[config.mk]
export PLATFORM = sky130hd
export DESIGN_NAME = sl_top
export DESIGN_NICKNAME = d
export VERILOG_FILES = /design/src/rtl/sl_pkg.sv /design/src/rtl/sl_sync.sv /design/src/rtl/sl_rise.sv /design/src/rtl/sl_shift.sv /design/src/rtl/sl_decode.sv /design/src/rtl/sl_top.sv
export SDC_FILE = /design/constraint.sdc
export NUM_CORES = 1
export LEC_CHECK = 0
export ABC_AREA = 1
export BUFFER_PORTS_ARGS = -buffer_cell sky130_fd_sc_hd__buf_2
export CAP_MARGIN = 0
export CORE_ASPECT_RATIO = 2
export CORE_MARGIN = 1
export CORE_UTILIZATION = 49
export CTS_CLUSTER_SIZE = 8
export DETAILED_ROUTE_END_ITERATION = 10
export MAX_ROUTING_LAYER = met4
export PLACE_DENSITY = 0.74
export SETUP_SLACK_MARGIN = 0.15
export SLEW_MARGIN = 20
export SYNTH_ARGS = -nofsm -noshare
export SYNTH_HDL_FRONTEND = slang
export SYNTH_SLANG_ARGS = --single-unit
[constraint.sdc]
create_clock -name clk -period 1.2 [get_ports clk]
set_input_delay 0.24 -clock clk [delete_from_list [all_inputs] [get_ports clk]]
set_output_delay 0.24 -clock clk [all_outputs]
set_load 0.05 [all_outputs]
[src/rtl/sl_pkg.sv]
package sl_pkg;
  // Routing bit value carried in the last bit of every word
  typedef enum logic {
    ROUTE_MAIN = 1'b0,
    ROUTE_REF  = 1'b1
  } route_e;
endpackage

[src/rtl/sl_sync.sv]
module sl_sync #(
  parameter int STAGES = 2
) (
  input  logic clk,
  input  logic rst,
  input  logic din,
  output logic dout
);
  logic [STAGES-1:0] chain;

  always_ff @(posedge clk) begin
    if (rst) chain <= '0;
    else     chain <= {chain[STAGES-2:0], din};
  end

  assign dout = chain[STAGES-1];
endmodule

[src/rtl/sl_rise.sv]
module sl_rise (
  input  logic clk,
  input  logic rst,
  input  logic lvl,
  output logic rise
);
  logic prev;

  always_ff @(posedge clk) begin
    if (rst) prev <= 1'b0;
    else     prev <= lvl;
  end

  assign rise = lvl & ~prev;
endmodule

[src/rtl/sl_shift.sv]
module sl_shift #(
  parameter int W = 19
) (
  input  logic         clk,
  input  logic         rst,
  input  logic         en,
  input  logic         din,
  output logic [W-1:0] q
);
  always_ff @(posedge clk) begin
    if (rst)     q <= '0;
    else if (en) q <= {q[W-2:0], din};
  end
endmodule

[src/rtl/sl_decode.sv]
module sl_decode #(
  parameter int R_W   = 14,
  parameter int N_W   = 11,
  parameter int A_W   = 7,
  parameter int SH_W  = 19,
  parameter int R_MIN = 8,
  parameter int N_MIN = 16
) (
  input  logic [SH_W-1:0] word,
  output sl_pkg::route_e  route,
  output logic            psc,
  output logic [R_W-1:0]  r,
  output logic [N_W-1:0]  n,
  output logic [A_W-1:0]  a,
  output logic            r_ok,
  output logic            n_ok
);
  // Reference layout: {psc, r, route}; main layout: {n, a, route}
  assign route = sl_pkg::route_e'(word[0]);
  assign r     = word[R_W:1];
  assign psc   = word[R_W+1];
  assign a     = word[A_W:1];
  assign n     = word[A_W+N_W:A_W+1];
  assign r_ok  = ({18'd0, r} >= R_MIN[R_W+17:0]);
  assign n_ok  = ({21'd0, n} >= N_MIN[N_W+20:0]);
endmodule

[src/rtl/sl_top.sv]
module sl_top #(
  parameter int R_W    = 14,
  parameter int N_W    = 11,
  parameter int A_W    = 7,
  parameter int SYNC   = 2,
  parameter int R_MIN  = 8,
  parameter int N_MIN  = 16
) (
  input  logic           clk,
  input  logic           rst,
  input  logic           ser_clk,
  input  logic           ser_data,
  input  logic           ser_le,
  output logic           psc_sel,
  output logic [R_W-1:0] ref_ratio,
  output logic [N_W-1:0] n_val,
  output logic [A_W-1:0] a_val,
  output logic           cfg_err
);
  localparam int REF_LEN  = R_W + 2;
  localparam int MAIN_LEN = N_W + A_W + 1;
  localparam int SH_W     = (REF_LEN > MAIN_LEN) ? REF_LEN : MAIN_LEN;

  logic clk_s, data_s, le_s;
  logic clk_rise, le_rise;
  logic [SH_W-1:0] word;

  sl_sync #(.STAGES(SYNC)) sync_clk_i  (.clk(clk), .rst(rst), .din(ser_clk),  .dout(clk_s));
  sl_sync #(.STAGES(SYNC)) sync_data_i (.clk(clk), .rst(rst), .din(ser_data), .dout(data_s));
  sl_sync #(.STAGES(SYNC)) sync_le_i   (.clk(clk), .rst(rst), .din(ser_le),   .dout(le_s));

  sl_rise rise_clk_i (.clk(clk), .rst(rst), .lvl(clk_s), .rise(clk_rise));
  sl_rise rise_le_i  (.clk(clk), .rst(rst), .lvl(le_s),  .rise(le_rise));

  sl_shift #(.W(SH_W)) shift_i (
    .clk(clk), .rst(rst), .en(clk_rise), .din(data_s), .q(word)
  );

  sl_pkg::route_e  d_route;
  logic            d_psc, d_r_ok, d_n_ok;
  logic [R_W-1:0]  d_r;
  logic [N_W-1:0]  d_n;
  logic [A_W-1:0]  d_a;

  sl_decode #(
    .R_W(R_W), .N_W(N_W), .A_W(A_W), .SH_W(SH_W), .R_MIN(R_MIN), .N_MIN(N_MIN)
  ) dec_i (
    .word(word), .route(d_route), .psc(d_psc), .r(d_r), .n(d_n), .a(d_a),
    .r_ok(d_r_ok), .n_ok(d_n_ok)
  );

  always_ff @(posedge clk) begin
    if (rst) begin
      psc_sel   <= 1'b0;
      ref_ratio <= R_W'(R_MIN);
      n_val     <= N_W'(N_MIN);
      a_val     <= '0;
      cfg_err   <= 1'b0;
    end else if (le_rise) begin
      if (d_route == sl_pkg::ROUTE_REF) begin
        if (d_r_ok) begin
          psc_sel   <= d_psc;
          ref_ratio <= d_r;
          cfg_err   <= 1'b0;
        end else begin
          cfg_err   <= 1'b1;
        end
      end else begin
        if (d_n_ok) begin
          n_val   <= d_n;
          a_val   <= d_a;
          cfg_err <= 1'b0;
        end else begin
          cfg_err <= 1'b1;
        end
      end
    end
  end
endmodule

# Word-level counts from Yosys, hierarchy flattened

Cells that the tools add are included.

Magnitude comparators: 2
Muxes and demuxes: 3
Bitwise operators: 5
Reduce and logical (&&, ||, !) cells: 2

Operators by type and width:

| cell                  | count |
|---|---|
| $ge A14 B4 Y1 const B | 1 |
| $ge A11 B5 Y1 const B | 1 |
| $reduce_and A3 Y1     | 2 |
| $mux W1               | 3 |
| $not A1 Y1            | 3 |
| $and A1 B1 Y1         | 2 |

Register bits: 61
Input bits: 5
Output and inout bits: 34

# Longest topological paths before layout

Gate-level depths: netlist of run 1.

Depth after elaboration: 3
Mapped depth: 9
Mapped depth without buffers: 8

# By module

From an unflattened synthesis of run 1, not the netlist that was laid out.

Cell total of the unflattened synthesis: 357
Area total of the unflattened synthesis: 2,732.6 sq um

Modules (own cells, without submodules):

| module    | instances | cells each | area each (sq um) | seq. area each (sq um) |
|---|---|---|---|---|
| sl_top    | 1         | 163        | 1,402.6           | 680.7 |
| sl_shift  | 1         | 120        | 787.0             | 380.4 |
| sl_decode | 1         | 48         | 315.3             | 0.0 |
| sl_sync   | 3         | 6          | 55.1              | 40.0 |
| sl_rise   | 2         | 4          | 31.3              | 20.0 |

# Worst setup path before layout of run 1

OpenSTA, ideal clock, no wires.

Kind: flip-flop to flip-flop
Start point: register shift_i.q[0]
End point: register cfg_err
Setup time: 116 ps
Arrival time: 1,038 ps
Data required time: 1,084 ps
Slack: 46 ps
Cell stages (with the launch flop): 6
Path buffers: 1
Clock period less this slack: 1,154 ps
Cell sequence: dfxtp_1 > inv_1 > nor2_1 > buf_2 > nand2_1 > and3_1

Cells in the longest elaborated chain, start to end: 1

Ends and longest elaborated chain:

| what                   | line           | source |
|---|---|---|
| from (decl)            | sl_shift.sv:8  | `output logic [W-1:0] q` |
| from (signal assigned) | sl_shift.sv:12 | `else if (en) q <= {q[W-2:0], din};` |
| $mux W1                | sl_top.sv:60   | `if (d_route == sl_pkg::ROUTE_REF) begin` |
| to (signal assigned)   | sl_top.sv:58   | `cfg_err <= 1'b0;` |
| to (signal assigned)   | sl_top.sv:64   | `cfg_err <= 1'b0;` |
| to (signal assigned)   | sl_top.sv:66   | `cfg_err <= 1'b1;` |
| to (decl)              | sl_top.sv:18   | `output logic cfg_err` |

No other way between the ends.
A chain may end at the register's enable or synchronous reset.

# Worst setup path after layout of run 1

Start point: register shift_i.q[12]
End point: register ref_ratio[6]

Cells in the longest elaborated chain, start to end: 2

Ends and longest elaborated chain:

| what                               | line            | source |
|---|---|---|
| $ge A14 B4 Y1                      | sl_decode.sv:24 | `assign r_ok = ({18'd0, r} >= R_MIN[R_W+17:0]);` |
| $reduce_and A3 Y1 (no source line) | n/a             |  |
| to (signal assigned)               | sl_top.sv:55    | `ref_ratio <= R_W'(R_MIN);` |
| to (signal assigned)               | sl_top.sv:63    | `ref_ratio <= d_r;` |
| to (decl)                          | sl_top.sv:15    | `output logic [R_W-1:0] ref_ratio,` |

No other way between the ends.

==> results.txt, run 1 <==
----------------------------------------------------
[Detailed routing]
  DR vias ... 2370
  Routed wire length ... 7.025 mm
  Number of design rule violations left after detail routing ... 0
  First DRT Iteration DRCs ... 92
  Length of the first detailed-routing pass in iterations ... 5
  Drt wl/cell ... 15.86 um
  Number of vias per cell ... 5.350
  Final ANT Viol Nets ... 0

[GRT]
  Vias in the first global route ... 2125
  Overflow left after global routing ... 0
  Maximum number of pins on one net before global-route repair ... 32
  Overall Global Routing Usage ... 0.2618
  First-pass GRT wire length ... 9.563 mm
  Number of antenna violations at the first check in global routing ... 0

[Finish]
  Fraction of final layout cells with drive strength greater than 1 ... 0.4794
  Most used cells in the layout excluding fill and tap cells ... nor2_1 (56), dfxtp_2 (39), nand2_1 (38)
  Final design area excluding fillers ... 3751 um2
  Area growth from synthesis to layout ... 58.71%
  Number of diodes ... 0
  Net count reported at finish ... 388
  Most common library cell in the layout ignoring fill and taps ... nor2_1

[Timing]
  Unrepaired setup endpoints after global routing ... true
  Final-report hold violation count ... 0
  Fin crit share ... 1.123
  Achievable Freq ... 742.2 MHz
  Slew at the pin closest to its max-slew limit ... 256.1 ps
  Post-layout min period ... 1347 ps
  Fin worst setup slack ... -147.4 ps
  Number of max-slew violations in the final report ... 0
  Slew headroom ... 0.8275
  Worst Skew ... 6.237 ps
  Final Setup Violations ... 32

[Placement]
  Cell area after placement ... 2763 um2
  Routability-driven placement congestion ratio ... 0.9602
  Total half-perimeter wirelength after legalization and detailed placement ... 3.602 mm
  I/O Buffers ... 38

[Yosys]
  Post-synth cell types ... 20
  Post-synth top area share ... 0.5167
  #FFs+latches synth ... 61
  Netlist area before placement ... 2364 um2
  Synthesized instance count ... 311
  Top cell type by total area after synthesis ... dfxtp_1
  Count of warnings emitted by yosys ... 0
  Most area-consuming cells after synthesis ... dfxtp_1 (52%), nor2_1 (10%), a21oi_1 (7.0%)
  Sequential element share of the synthesized area ... 0.5167
  Synthesized area divided by synthesized cell count ... 7.600 um2
  Net count after synthesis ... 316

[Critical path]
  Maximum fanout count along the critical path ... 8
  CP Data Required Time ... 1430 ps
  Critical Path Sink Type ... flip-flop
  Worst R2R Setup Slack ... -150 ps
  Arrival @ worst endpoint ... 1580 ps
  Critical Path Start Type ... flip-flop
  Worst Setup Path Type ... reg -> reg

[Clock network]
  Deepest clock path buffer count ... 2
  Clock tree from TritonCTS ... yes
  Post-CTS clock slew at the launch and capture registers of the worst setup and hold paths ... 70 ps
  Number of H-tree levels ... 3
  Total CTS buffers ... 9
  Root buffer cell ... clkbuf_8
  Clk Latency, worst-skew pair ... 340 ps
  Cts-stage hold buffer count ... 0
  Sinks on the clock net ... 61

[Floorplanning]
  Height of the die ... 100.2 um
  Die Footprint ... 5122 um2
  Row count ... 35
  Standard cell core area ... 4598 um2
  Initial core utilization ... 0.5140
  # IOs ... 39
  Die extent in x ... 51.11 um

[Flow run]
  Max-capacitance violation count ... 0

[Power]
  Final total power ... 5.114 mW
  Total power divided by cell area ... 1363 nW/um2
  Static leakage ... 1.608 nW
  VDD IR-drop max ... 1.357 mV

[Worst hold path]
  Worst min-delay path category ... in -> reg

[Run status]
  Outcome ... complete, but fails checks
  Violations in the final reports ... negative setup slack

----------------------------------------------------
## power by group
| part | total, mW | internal [mW] | switching (mW) |
|---|---|---|---|
| logic | 0.882 | 0.349 | 0.533 |
| clock network | 2.06 | 1.28 | 0.787 |
| registers | 2.17 | 2.11 | 0.0597 |
## worst max-delay path, cell delays in order (launching register included)
cell and delay (ps):
dfxtp_1 350, nor2_1 140, nand2_1 80, nor2_2 130, nand2_2 120, buf_6 180
a21oi_1 160, nor2_1 70
## path summary, 6_finish.rpt
path	endpoint	cells past startpoint	start
hold reg to reg	sync_clk_i.chain[1]	2	sync_clk_i.chain[0]
hold / removal	sync_data_i.chain[0]	3	ser_data
setup / recovery	ref_ratio[6]	7	shift_i.q[12]
setup reg to reg	ref_ratio[6]	7	shift_i.q[12]
## registers in the layout, summed over array words and instances (netlist names)
signal             cells
cfg_err                1
sync_clk_i.chain       2
rise_le_i.prev         1
a_val                  7
psc_sel                1
shift_i.q             19
sync_le_i.chain        2
n_val                 11
ref_ratio             14
sync_data_i.chain      2
rise_clk_i.prev        1
## timing repair
action,CTS,global route
gates cloned,2,4
setup endpoints to repair,70,72
resized for setup,145,52
pin swaps,3,7
setup buffers,4,7
## cell type report
| class | count | area, um2 |
|---|---|---|
| Clock buffer | 12 | 155.1 |
| Sequential cell | 61 | 1277 |
| Clock inverter | 4 | 70.07 |
| Tap cell | 55 | 68.82 |
| Inverter | 31 | 123.9 |
| Multi-Input combinational cell | 201 | 1080 |
| Timing Repair Buffer | 79 | 975.9 |
| Fill cell | 279 | 847.1 |
## per-stage QoR
step | TNS, ps | hold slack (ps) | util | worst slack (ps) | cells
finish | -1834 | 98.25 | 0.8158 | -147.4 | 443
global route | -4033 | 97.88 | 0.8158 | -172.9 | 443
detailed placement | -76.46 | 392.3 | 0.6008 | -37.40 | 410
global placement | 0 | 381.9 | 0.6008 | 14.32 | 410
CTS | -24.61 | 93.15 | 0.7478 | -11.73 | 432
floorplan | 0 | 347.0 | - | 69.14 | 311
## cells by family after synthesis
family	after synthesis	synth area share
AO/OA/AOI/OAI	52	0.1101
AND/OR/NAND/NOR	149	0.2822
flip-flops	61	0.5167
buffers and inverters	49	0.09105
## synth_stat cells
cell type,number
nand3_2,1
clkbuf_1,6
nor2_2,3
dfxtp_1,61
nand3_1,32
buf_2,7
o21ai_0,18
nand3b_1,1
nor2_4,2
a21oi_1,33
nand2_1,43
inv_2,5
buf_6,2
inv_1,26
nor2_8,2
o21ai_1,1
buf_4,2
nor2_1,64
and3_1,1
buf_1,1
## per-layer routing
layer | share of wire | vias up | GRT usage | wire length [um]
met5 | 0 | - | - | 0
met4 | 0.057 | 0 | 0.1774 | 403
met3 | 0.041 | 31 | 0.05455 | 290
met2 | 0.55 | 97 | 0.4281 | 3846
met1 | 0.35 | 1113 | 0.2733 | 2485
li1 | - | 1129 | - | -
Power figures use the tool's default switching activity.
==> inputs of run 2 (changes only) <==
--- a/config.mk
+++ b/config.mk
@@ -14,8 +14,8 @@
 export CTS_CLUSTER_SIZE = 8
 export DETAILED_ROUTE_END_ITERATION = 10
 export MAX_ROUTING_LAYER = met4
-export PLACE_DENSITY = 0.74
-export SETUP_SLACK_MARGIN = 0.15
+export PLACE_DENSITY_LB_ADDON = 0.2
+export SETUP_SLACK_MARGIN = 0.02
 export SLEW_MARGIN = 20
 export SYNTH_ARGS = -nofsm -noshare
 export SYNTH_HDL_FRONTEND = slang
==> run 2 against run 1 <==
The flow still finishes with violations (negative setup slack); sequential share of layout area is 3.4 points higher; final area is 13% lower; worst setup slack better by 120 ps.
==> results.txt, run 2 (synthesis gave the netlist of run 1 again) <==
----------------------------------------------------
[Detailed routing]
  Number of vias per cell ... 4.924 (was 5.350)
  Drt wl/cell ... 12.33 um (was 15.86 um)
  DR vias ... 2142 (was 2370)
  Length of the first detailed-routing pass in iterations ... 4 (was 5)
  Final ANT Viol Nets ... 0 (unchanged)
  First DRT Iteration DRCs ... 37 (was 92)
  Number of design rule violations left after detail routing ... 0 (unchanged)
  Routed wire length ... 5.364 mm (was 7.025 mm)

[Critical path]
  List of cells traversed by the critical path ... nor2_4 > nand2_2 > nor2_4 > buf_12 > nor2_8 > buf_12 > nor2_2 > nor2_1 (was nor2_1 > nand2_1 > nor2_2 > nand2_2 > buf_6 > a21oi_1 > nor2_1)
  Worst Setup Path Type ... reg -> reg (unchanged)
  Library cell contributing the largest single delay on the critical path ... dfxtp_2 (was dfxtp_1)
  Critical Path Sink Type ... flip-flop (unchanged)
  Category of cells accounting for the largest share of critical-path delay ... simple AND/OR/NAND/NOR gates (unchanged)
  Critical Path Start Type ... flip-flop (unchanged)
  Buf/Inv on CP ... 2 (was 1)
  Arrival @ worst endpoint ... 1460 ps (was 1580 ps)
  Delay contributed by the slowest stage of the critical path ... 340 ps (was 350 ps)
  Maximum fanout count along the critical path ... 9 (was 8)
  CP Data Required Time ... 1440 ps (was 1430 ps)

[Floorplanning]
  Initial core utilization ... 0.5140 (unchanged)
  Height of the die ... 100.2 um (unchanged)
  Die extent in x ... 51.11 um (unchanged)
  # IOs ... 39 (unchanged)
  Die Footprint ... 5122 um2 (unchanged)
  Standard cell core area ... 4598 um2 (unchanged)
  Row count ... 35 (unchanged)

[Timing]
  Slew at the pin closest to its max-slew limit ... 221.7 ps (was 256.1 ps)
  Number of max-slew violations in the final report ... 0 (unchanged)
  Post-layout min period ... 1224 ps (was 1347 ps)
  Hold slack final ... 102.8 ps (was 98.25 ps)
  Unrepaired setup endpoints after global routing ... true (unchanged)
  Fin crit share ... 1.020 (was 1.123)
  Fin worst setup slack ... -24.19 ps (was -147.4 ps)
  Final-report hold violation count ... 0 (unchanged)
  Final Setup Violations ... 12 (was 32)
  Slew headroom ... 0.8520 (was 0.8275)
  Worst Skew ... 8.131 ps (was 6.237 ps)
  Achievable Freq ... 816.9 MHz (was 742.2 MHz)

[Placement]
  Routability-driven placement congestion ratio ... 0.9085 (was 0.9602)
  I/O Buffers ... 38 (unchanged)
  Total half-perimeter wirelength after legalization and detailed placement ... 3.632 mm (was 3.602 mm)
  Placement-stage worst setup slack ... -31.33 ps (was -37.40 ps)
  Total instance count after detailed placement ... 412 (was 410)

[Run status]
  Outcome ... complete, but fails checks (unchanged)
  Violations in the final reports ... negative setup slack (unchanged)

[Clock network]
  Deepest clock path buffer count ... 2 (unchanged)
  Sinks on the clock net ... 61 (unchanged)
  Root buffer cell ... clkbuf_8 (unchanged)
  Clock tree from TritonCTS ... yes (unchanged)
  Post-CTS clock slew at the launch and capture registers of the worst setup and hold paths ... 60 ps (was 70 ps)
  Number of H-tree levels ... 3 (unchanged)
  Total CTS buffers ... 9 (unchanged)
  Clk Latency, worst-skew pair ... 340 ps (about the same)
  Cts-stage hold buffer count ... 0 (unchanged)

[Power]
  Sequential power share ... 0.459 (was 0.424)
  Proportion of power drawn by the clock network ... 0.368 (was 0.403)
  Static leakage ... 1.470 nW (was 1.608 nW)
  Total power divided by cell area ... 1432 nW/um2 (was 1363 nW/um2)
  Switch Pwr ... 1.300 mW (was 1.379 mW)
  Combinational power share ... 0.174 (was 0.173)
  Internal portion of total power ... 3.387 mW (was 3.734 mW)
  VDD IR-drop max ... 1.002 mV (was 1.357 mV)
  Switch share ... 0.2774 (was 0.2697)

[Finish]
  Largest Register ... shift_i.q (unchanged)
  Net count reported at finish ... 380 (was 388)
  Most common library cell in the layout ignoring fill and taps ... dfxtp_1 (was nor2_1)
  Fraction of final layout cells with drive strength greater than 1 ... 0.3447 (was 0.4794)
  Number of diodes ... 0 (unchanged)
  Number of flip-flops in the largest register ... 19 (unchanged)
  Final std cells w/o fill ... 435 (was 443)
  Area growth from synthesis to layout ... 38.49% (was 58.71%)
  Largest registers ... shift_i.q x19, ref_ratio x14, n_val x11 (unchanged)
  Most used cells in the layout excluding fill and tap cells ... dfxtp_1 (57), buf_4 (49), nor2_1 (47) (was nor2_1 (56), dfxtp_2 (39), nand2_1 (38))

[GRT]
  Overflow left after global routing ... 0 (unchanged)
  First-pass GRT wire length ... 8.507 mm (was 9.563 mm)
  Number of antenna violations at the first check in global routing ... 0 (unchanged)
  Overall Global Routing Usage ... 0.2335 (was 0.2618)
  Maximum number of pins on one net before global-route repair ... 35 (was 32)
  Vias in the first global route ... 1964 (was 2125)

[Flow run]
  Max-capacitance violation count ... 0 (unchanged)

[Worst hold path]
  Worst min-delay path category ... in -> reg (unchanged)

----------------------------------------------------
-- run 2: cell count changes in the layout (fill, tap and decap cells not counted), sizes merged --
cell | before | now
clkbuf | 15 | 16
bufinv | 2 | 0
clkinvlp | 0 | 1
buf | 76 | 68
-- run 2: stage by stage --
step / power, mW / utilization / setup TNS, ps / instance area (um2)
finish: 4.687 / 0.7118 / -101.5 / 3273
global route: 4.866 / 0.7118 / -2037 / 3273
CTS: 4.663 / 0.6800 / -145.4 / 3127
detailed placement: 2.853 / 0.6076 / -378.3 / 2794
global placement: 2.841 / 0.6076 / -69.57 / 2794
floorplan: 2.645 / - / 0 / 2364
-- run 2: routing by layer --
metal / track usage / routed length [um] / vias to the layer above
met5: - / 0 / -
li1: - / - / 1118
met3: 0.05909 / 181 / 19
met4: 0.1624 / 212 / 0
met1: 0.2297 / 2142 / 951
met2: 0.3877 / 2827 / 54
-- run 2: timing repair --
action,4_1_cts,5_1_grt
cloned,2,2
resized for setup,46,46
buffers inserted,0,3
setup endpoints to repair,55,45
endpoints found under the hold margin,0,0
pin swaps,9,7
-- run 2: path summary, 6_finish.rpt --
kind | end | startpoint | depth (start not counted) | slack (ps)
max | a_val[6] | shift_i.q[13] | 8 | -20
min | sync_le_i.chain[0] | ser_le | 3 | 100
max reg2reg | a_val[6] | shift_i.q[13] | 8 | -20
min reg2reg | sync_le_i.chain[1] | sync_le_i.chain[0] | 2 | 410
-- run 2: worst min-delay path, cell delays in order --
cell    delay, ps
buf_2          90
inv_1          40
nor2_1         30
-- run 2: final cells by class --
class                   instances  area, um2
clock buffers                  13      178.9
clock inverters                 3      17.52
fillers                       391       1325
inverters                      31      118.9
multi-input cells             201       1030
flip-flops and latches         61       1226
well taps                      55      68.82
repair buffers                 71      633.1
-- run 2: power groups by stage --
stage	Combinational [mW]	Sequential (mW)	Clock, mW
finish	0.813	2.15	1.72
global route	0.878	2.16	1.83
CTS	0.750	2.14	1.77
detailed placement	0.670	2.18	0
global placement	0.660	2.18	0
floorplan	0.344	2.30	0
==> inputs of run 3 (changes only) <==
--- a/config.mk
+++ b/config.mk
@@ -6,7 +6,7 @@
 export NUM_CORES = 1
 export LEC_CHECK = 0
 export ABC_AREA = 1
-export BUFFER_PORTS_ARGS = -buffer_cell sky130_fd_sc_hd__buf_2
+export BUFFER_PORTS_ARGS = -buffer_cell sky130_fd_sc_hd__clkbuf_2
 export CAP_MARGIN = 0
 export CORE_ASPECT_RATIO = 2
 export CORE_MARGIN = 1
@@ -15,6 +15,7 @@
 export DETAILED_ROUTE_END_ITERATION = 10
 export MAX_ROUTING_LAYER = met4
 export PLACE_DENSITY_LB_ADDON = 0.2
+export REMOVE_ABC_BUFFERS = 1
 export SETUP_SLACK_MARGIN = 0.02
 export SLEW_MARGIN = 20
 export SYNTH_ARGS = -nofsm -noshare
==> run 3 against run 2 <==
The run still ends with negative setup slack left; largest cell class unchanged; combinational power shrank 6.2%; sequential cell count did not move; largest power group unchanged; worst setup slack gained 16 ps; routed wire length fell by 1.2%; non-clock buffer count decreased by 12; critical endpoint is now ref_ratio[10]; power increased by 5.7%.
==> results.txt, run 3 (synthesis gave the netlist of run 1 again) <==
----------------------------------------------------
[Run status]
  Outcome ... complete, but fails checks (unchanged)
  Violations in the final reports ... negative setup slack (unchanged)

[Timing]
  Slew headroom ... 0.8320 (was 0.8520)
  Slew at the pin closest to its max-slew limit ... 251.8 ps (was 221.7 ps)
  Aggregate negative setup slack ... -15.83 ps (was -101.5 ps)
  Final Setup Violations ... 2 (was 12)
  Fin worst setup slack ... -8.428 ps (was -24.19 ps)
  Number of max-slew violations in the final report ... 0 (unchanged)
  Final-report hold violation count ... 0 (unchanged)
  Achievable Freq ... 827.5 MHz (was 816.9 MHz)
  Fin crit share ... 1.007 (was 1.020)
  Unrepaired setup endpoints after global routing ... true (unchanged)
  Post-layout min period ... 1208 ps (was 1224 ps)
  Worst Skew ... 9.302 ps (was 8.131 ps)

[Critical path]
  Worst Setup Path Type ... reg -> reg (unchanged)
  CP Data Required Time ... 1430 ps (was 1440 ps)
  Worst R2R Start ... shift_i.q[14] (was shift_i.q[13])
  Arrival @ worst endpoint ... 1430 ps (was 1460 ps)
  Worst setup startpoint ... shift_i.q[14] (was shift_i.q[13])
  Critical Path Start Type ... flip-flop (unchanged)
  Maximum fanout count along the critical path ... 22 (was 9)
  Critical Path Sink Type ... flip-flop (unchanged)

[Floorplanning]
  Row count ... 35 (unchanged)
  Standard cell core area ... 4598 um2 (unchanged)
  Initial core utilization ... 0.5140 (unchanged)
  Die extent in x ... 51.11 um (unchanged)
  Height of the die ... 100.2 um (unchanged)
  # IOs ... 39 (unchanged)
  Die Footprint ... 5122 um2 (unchanged)

[Finish]
  Sequential cell area ... 1229 um2 (was 1226 um2)
  Utilization after layout ... 0.6884 (was 0.7118)
  Final design area excluding fillers ... 3166 um2 (was 3273 um2)
  Largest Register ... shift_i.q (unchanged)
  Number of diodes ... 0 (unchanged)
  Number of flip-flops in the largest register ... 19 (unchanged)
  Most common library cell in the layout ignoring fill and taps ... nor2_1 (was dfxtp_1)
  Most used cells in the layout excluding fill and tap cells ... nor2_1 (59), dfxtp_1 (55), nand2_1 (39) (was dfxtp_1 (57), buf_4 (49), nor2_1 (47))
  Area growth from synthesis to layout ... 33.93% (was 38.49%)
  Count of filler cells inserted in the layout ... 423 (was 391)
  Largest registers ... shift_i.q x19, ref_ratio x14, n_val x11 (unchanged)
  Footprint of the multi-input gates ... 992.2 um2 (was 1030 um2)
  Fraction of final layout cells with drive strength greater than 1 ... 0.2830 (was 0.3447)
  Net count reported at finish ... 371 (was 380)

[Placement]
  Cell area after placement ... 2719 um2 (was 2794 um2)
  I/O Buffers ... 38 (unchanged)
  Routability-driven placement congestion ratio ... 0.8374 (was 0.9085)
  Total half-perimeter wirelength after legalization and detailed placement ... 3.270 mm (was 3.632 mm)

[Detailed routing]
  Number of design rule violations left after detail routing ... 0 (unchanged)
  Routed wire length ... 5.300 mm (was 5.364 mm)
  Length of the first detailed-routing pass in iterations ... 4 (unchanged)
  First DRT Iteration DRCs ... 52 (was 37)
  Number of vias per cell ... 5.014 (was 4.924)
  DR vias ... 2136 (was 2142)
  Drt wl/cell ... 12.44 um (was 12.33 um)
  Final ANT Viol Nets ... 0 (unchanged)

[GRT]
  Vias in the first global route ... 1988 (was 1964)
  Overflow left after global routing ... 0 (unchanged)
  Maximum number of pins on one net before global-route repair ... 53 (was 35)
  First-pass GRT wire length ... 8.652 mm (was 8.507 mm)
  Number of antenna violations at the first check in global routing ... 0 (unchanged)
  Overall Global Routing Usage ... 0.2363 (was 0.2335)

[Clock network]
  Post-CTS clock slew at the launch and capture registers of the worst setup and hold paths ... 70 ps (was 60 ps)
  Total CTS buffers ... 9 (unchanged)
  Root buffer cell ... clkbuf_8 (unchanged)
  Number of H-tree levels ... 3 (unchanged)
  Cts-stage hold buffer count ... 0 (unchanged)
  Deepest clock path buffer count ... 2 (unchanged)
  Clk Latency, worst-skew pair ... 340 ps (about the same)
  Sinks on the clock net ... 61 (unchanged)
  Clock tree from TritonCTS ... yes (unchanged)

[Power]
  Total power divided by cell area ... 1565 nW/um2 (was 1432 nW/um2)
  VDD IR-drop max ... 1.549 mV (was 1.002 mV)
  Static leakage ... 1.391 nW (was 1.470 nW)

[Worst hold path]
  Hold Startpoint ... ser_data (was ser_le)
  Worst min-delay path category ... in -> reg (unchanged)

[Flow run]
  Max-capacitance violation count ... 0 (unchanged)

----------------------------------------------------
run 3: cell types whose count changed in the layout (fill, tap and decap cells not counted), moves of 3 or more:
cell      change
clkbuf_2      +4
a21oi_1       +8
nor2_2       -11
nor2_1       +12
a21oi_2       -8
buf_4        -30
clkbuf_4     +23
nand2_2       +3
buf_2         -5
run 3: worst paths after layout:
kind | to | slack (ps) | depth (start not counted)
setup / recovery | ref_ratio[10] | -8 | 7
hold / removal | sync_data_i.chain[0] | 90 | 3
setup reg to reg | ref_ratio[10] | -8 | 7
hold reg to reg | sync_le_i.chain[1] | 400 | 2
run 3: power by group:
group | internal [mW] | switching [mW]
clock | 1.28 | 0.759
combinational | 0.277 | 0.486
sequential | 2.10 | 0.0442
run 3: repair_timing:
item | in CTS | in global routing
gates cloned | 3 | 0
resized for setup | 42 | 28
pin swaps | 2 | 12
setup buffers | 2 | 0
setup endpoints to repair | 66 | 38
run 3: worst max-delay path, cell delays in order (launching register included):
cell and delay [ps]:
dfxtp_2 340, nor2_4 130, nand2_1 60, nor2_1 120
nand2_2 90, buf_12 160, a21oi_1 130, nor2_1 60
run 3: final cells by class:
class                   instances  area share
flip-flops and latches         61      0.3881
repair buffers                 59      0.1632
multi-input cells             203      0.3134
clock inverters                 3     0.02134
inverters                      31     0.04071
clock buffers                  13     0.05020
well taps                      55     0.02174
repair inverters                1    0.001186
run 3: metal layers:
layer | share of wire | routed length, um | track usage
met3 | 0.038 | 204 | 0.05758
met2 | 0.52 | 2738 | 0.3947
met5 | 0 | 0 | -
met1 | 0.41 | 2153 | 0.2392
met4 | 0.038 | 204 | 0.1474
run 3: stage by stage:
| step | power, mW | cells | setup WS [ps] | hold WS [ps] |
|---|---|---|---|---|
| 6_report | 4.954 | 426 | -8.428 | 86.93 |
| 5_1_grt | 5.126 | 426 | -80.49 | 83.78 |
| 4_1_cts | 4.954 | 426 | 19.36 | 74.61 |
| 3_5_place_dp | 2.815 | 405 | -84.86 | 398.5 |
| 3_3_place_gp | 2.803 | 405 | -85.38 | 389.4 |
| 2_1_floorplan | 2.599 | 293 | -688.3 | 311.2 |
